<file path="config.mk">
export PLATFORM = sky130hd
export DESIGN_NAME = fault_guard
export DESIGN_NICKNAME = d
export VERILOG_FILES = /design/src/rtl/fault_guard.sv
export SDC_FILE = /design/constraint.sdc
export NUM_CORES = 1
export LEC_CHECK = 0
export BUFFER_PORTS_ARGS = -buffer_cell sky130_fd_sc_hd__buf_2
export CAP_MARGIN = 25
export CORE_AREA = 2 2 39 41
export CTS_CLUSTER_DIAMETER = 120
export DETAILED_ROUTE_END_ITERATION = 6
export DIE_AREA = 0 0 41 43
export PLACE_DENSITY_LB_ADDON = 0.05
export SLEW_MARGIN = 40
export SYNTH_ARGS = -nofsm -noshare
export SYNTH_HDL_FRONTEND = slang
export SYNTH_SLANG_ARGS = --single-unit
</file>
<file path="constraint.sdc">
create_clock -name clk -period 1.4 [get_ports clk]
set_input_delay 0.14 -clock clk [delete_from_list [all_inputs] [get_ports clk]]
set_output_delay 0.14 -clock clk [all_outputs]
set_load 0.02 [all_outputs]
</file>
<file path="src/rtl/fault_guard.sv">
module fault_guard #(
  parameter int NUM_OUTS    = 6,
  parameter int SYNC_STAGES = 2
) (
  input  logic                clk,
  input  logic                rst_n,
  input  logic                fault_pin,
  input  logic                pol_high,
  input  logic                wr_en,
  input  logic                wr_addr,
  input  logic [7:0]          wr_data,
  output logic                core_nmi,
  output logic                irq_top,
  output logic [7:0]          ctrl_o,
  output logic [7:0]          status_o,
  output logic [NUM_OUTS-1:0] pin_oe
);
  localparam int CAP_BIT  = 0;
  localparam int OE_BIT   = 1;
  localparam int PEND_BIT = 3;

  logic [SYNC_STAGES-1:0] sync_q;
  logic cap_en, out_en, pending;

  wire fault_act = (sync_q[SYNC_STAGES-1] == pol_high);
  wire hit       = cap_en & fault_act;
  wire ctrl_wr   = wr_en & ~wr_addr;
  wire stat_wr   = wr_en & wr_addr;
  wire clr_ok    = stat_wr & ~wr_data[PEND_BIT] & ~fault_act;
  wire unused_wd = ^{wr_data[7:4], wr_data[2]};

  always_ff @(posedge clk or negedge rst_n) begin
    if (!rst_n) sync_q <= '0;
    else        sync_q <= {sync_q[SYNC_STAGES-2:0], fault_pin};
  end

  always_ff @(posedge clk or negedge rst_n) begin
    if (!rst_n)      pending <= 1'b0;
    else if (hit)    pending <= 1'b1;
    else if (clr_ok) pending <= 1'b0;
  end

  always_ff @(posedge clk or negedge rst_n) begin
    if (!rst_n)       cap_en <= 1'b0;
    else if (ctrl_wr) cap_en <= wr_data[CAP_BIT];
  end

  always_ff @(posedge clk or negedge rst_n) begin
    if (!rst_n)                   out_en <= 1'b0;
    else if (hit)                 out_en <= 1'b0;
    else if (ctrl_wr && !pending) out_en <= wr_data[OE_BIT];
  end

  assign core_nmi = cap_en ? 1'b0 : fault_pin;
  assign irq_top  = pending;
  assign ctrl_o   = {6'b0, out_en, cap_en};
  assign status_o = {4'b0, pending, 3'b0};
  assign pin_oe   = {NUM_OUTS{out_en & ~pending}};

  assert_capture_R4: assert property (@(posedge clk) disable iff (!rst_n)
    (cap_en && fault_act) |=> pending);
  assert_oe_drop_R5: assert property (@(posedge clk) disable iff (!rst_n)
    $rose(pending) |-> (!out_en && pin_oe == '0));
  assert_hold_R7: assert property (@(posedge clk) disable iff (!rst_n)
    (pending && fault_act) |=> pending);
  assert_no_spurious_R8: assert property (@(posedge clk) disable iff (!rst_n)
    (!pending && !(cap_en && fault_act)) |=> !pending);
  assert_oe_lock_R9: assert property (@(posedge clk) disable iff (!rst_n)
    pending |=> !out_en);
endmodule

</file>
# == Word-level counts from Yosys, hierarchy flattened ==
# Cells that the tools add are included.
# classes
reduce_logical,4
n_div,0
bitwise_logic,10
eq_ne,1
magnitude_cmp,0
shift,0
n_addsub,0
mul,0
n_mux,5
# ops
cell,n
AND 1 bit,6
2-to-1 mux 1 bit,5
NOT 1 bit,4
nonzero test 2 bit,2
== test 1 bit,1
logical AND 1 bit,1
logical NOT 1 bit,1
# word_totals
memories,0
ramBits,0
elab_cells,24
register_bits,5
latchBits,0
inputBits,14
romBits,0
out_inout_bits,24

# == Longest topological paths before layout ==
# depth
word_depth,5
depth_mapped,3
depth_no_buf,3

# == Worst setup path after synthesis ==
# No wires, ideal clock.
# synth_path
path_type,flip-flop to output port
start,reg pending (netlist: irq_top)
end,out pin_oe[1]
arrival_time_ns,0.984
path_stages_with_launch,3
path_slack_ns,0.276
n_path_buf,1
cell_sequence,dfrtp_1 > and2b_2 > buf_4
# synth_between
elab_chain_cells,2
# synth_lines
item,line_no,rtl
"start, declared",23,"logic cap_en, out_en, pending;"
"start signal, assigned",38,if (!rst_n) pending <= 1'b0;
"start signal, assigned",39,else if (hit) pending <= 1'b1;
"start signal, assigned",40,else if (clr_ok) pending <= 1'b0;
NOT 1 bit,58,assign pin_oe = {NUM_OUTS{out_en & ~pending}};
AND 1 bit,58,
"end, declared",16,output logic [NUM_OUTS-1:0] pin_oe
# Every way passes these cells.

# == Worst setup path in the final report ==
# layout_path
start,reg pending (netlist: irq_top)
end,out pin_oe[0]
# Same word-level chain as after synthesis.

==> results by group <==
Final layout
  • Antenna cells: 0
  • Synth-to-Final Area Change: 13.0%
  • Final core occ: 0.306
  • Filler instances: 145
  • Share of cells above drive strength 1: 0.455
  • Fin nets: 70
  • Final instance area: 423 um2

Min path
  • Min-Delay Path Depth: 3
  • Hold Path Sink: irq_top
  • Worst Hold Launch: wr_data[3]
  • HP Class: primary input to register

Setup path
  • Req. time, crit path: 1260 ps
  • Worst setup path class: register to output port
  • R2R Setup Slk: 400 ps
  • CP startpoint kind: register
  • Crit path capture type: output port
  • Worst EP arrival: 1090 ps
  • Crit Reg-Reg Endpoint: out_en
  • R2R depth: 3
  • CP max FO: 6
  • Reg2reg start: irq_top

Pwr
  • Register share of total power: 0.364
  • Internal power: 0.314 mW
  • Peak VDD IR: 518 uV
  • Net Sw Frac: 0.347
  • Comb power frac: 0.285
  • NetSw: 0.167 mW
  • Power Density: 1140 nW/um2
  • Pleak: 0.238 nW
  • Clock Power Share: 0.350

Global route
  • Vias in the first global route: 188
  • Initial antenna violation count: 0
  • Overall global routing resource usage: 0.0789
  • Largest net degree at the start of global routing: 7
  • Global-route wire length before repair: 821 um
  • Congestion Overflow GR: 0

Drt
  • Vias: 245
  • Post-Route WL: 616 um
  • Mean number of vias per cell: 3.45
  • 1st-iter DRT viols: 7
  • DRT Pass-1 Iters: 4
  • Post-DRT Antenna Nets: 0
  • Routed wire length per instance: 8.68 um
  • Post-route DRC: 0

Timing
  • Final hold vios: 0
  • Fin crit share: 0.879
  • Setup TNS: 0 ps
  • RSZ-0062 raised after global routing: no
  • Fin worst setup slack: 170 ps
  • Setup Skew: 4.23 ps
  • Final slew viol count: 0
  • Final setup viols: 0
  • Fmax achieved: 813 MHz
  • Post-layout min period: 1230 ps

Clocking
  • Clk slew on worst S/H paths: 50 ps
  • Clock latency on the worst-skew pair: 240 ps
  • Clk buf depth: 2
  • H-tree Lvls: 1
  • Root buf cell: clkbuf_4
  • CTS Buf Count: 3
  • Clock Sink Count: 5
  • CTS tree: built
  • Post-CTS Setup Inserts: 0

Logic synthesis
  • Synth Cell Area: 374 um2
  • Library cells used by synthesis: 12
  • Post-synthesis cell count: 39
  • Synth Register Bits: 5
  • YS warnings: 0
  • Syn Area/Cell: 9.59 um2
  • Post-synthesis sequential area ratio: 0.334

Floorplan
  • Die outline height: 43 um
  • Die area: 1760 um2
  • Initial Util: 0.270
  • Die X: 41 um
  • Core Rows: 14
  • Ports: 38
  • Core Region: 1380 um2

Placed design
  • Placer Congestion: 0.582
  • Placed Area: 377 um2
  • Number of port buffers: 19
  • Place WS: 398 ps
  • DP HPWL: 475 um

Flow run
  • Max Cap Viol: 0

Status
  • Status: finished clean
[worst max-delay path by stage]
| stage | startpoint | endpoint |
|---|---|---|
| after floorplan | irq_top | pin_oe[1] |
| after detailed placement | irq_top | out_en |
| after global routing | irq_top | pin_oe[0] |
| after global placement | irq_top | out_en |
| final | irq_top | pin_oe[0] |
| after CTS | irq_top | pin_oe[0] |
[state kept, by name, indices dropped and copies added (netlist names)]
| register | count |
|---|---|
| cap_en | 1 |
| irq_top | 1 |
| out_en | 1 |
| sync_q | 2 |
[power groups by stage]
| stage | Sequential [mW] | Clock, mW | Combinational, mW |
|---|---|---|---|
| 2_1_floorplan | 0.181 | 0 | 0.136 |
| 3_3_place_gp | 0.177 | 0 | 0.134 |
| 3_5_place_dp | 0.178 | 0 | 0.133 |
| 4_1_cts | 0.176 | 0.183 | 0.138 |
| 5_1_grt | 0.179 | 0.197 | 0.150 |
| 6_report | 0.175 | 0.168 | 0.137 |
[cells by family (layout without fill, tap and decap cells)]
logic type,after synthesis,count (layout),share of synthesized area
multiplexers,2,2,0.0569
other,1,13,0.0100
XOR/XNOR,1,1,0.0234
buffers and inverters,21,25,0.421
flip-flops,5,5,0.334
AO/OA/AOI/OAI,2,2,0.0334
AND/OR/NAND/NOR,7,7,0.120
[per-layer routing]
metal,vias up,GRT usage,routed length [um]
li1,122,-,-
met1,102,0.0921,253
met2,19,0.0813,269
met3,2,0.0628,87
met4,0,0.0800,6
met5,-,0,0
[placed cells by master, fill, tap and decap left out, drive strengths merged]
cell	n
dfrtp	5
dlygate4sd3	2
mux2	1
conb	13
nand2	3
o31ai	1
xnor2	1
a21oi	1
buf	19
mux2i	1
nor3b	1
and2b	1
nor2b	2
clkbuf	4
[stage by stage]
step	hold WS [ps]	cells	power [mW]
final	130	71	0.481
after global routing	125	71	0.526
after CTS	118	71	0.497
after detailed placement	-38.6	65	0.311
after global placement	-38.7	65	0.311
after floorplan	-156	51	0.317
[critical path, stage by stage (launching register included)]
cell and delay [ps]:
dfrtp_1 410, and2b_2 270, buf_2 170
[synthesized netlist by cell type]
| cell type | count | area share |
|---|---|---|
| conb_1 | 1 | 0.010 |
| xnor2_1 | 1 | 0.023 |
| dfrtp_1 | 5 | 0.33 |
| mux2i_1 | 1 | 0.027 |
| mux2_2 | 1 | 0.030 |
| nor2b_1 | 2 | 0.033 |
| nand2_1 | 3 | 0.030 |
| nor3b_2 | 1 | 0.033 |
| a21oi_1 | 1 | 0.013 |
| and2b_2 | 1 | 0.023 |
| o31ai_1 | 1 | 0.020 |
| buf_4 | 21 | 0.42 |
[final cells by class]
type	instances	area, um2	share of cell area
clock buffer	4	26.3	0.0621
multi-input combinational	25	136	0.322
timing repair buffer	21	115	0.272
tap	16	20.0	0.0473
sequential	5	125	0.296
[what timing repair did]
item	in CTS	in global routing
hold endpoints to repair	6	0
gates resized for setup	0	0
hold buffers	2	0
Power figures use the tool's default switching activity.
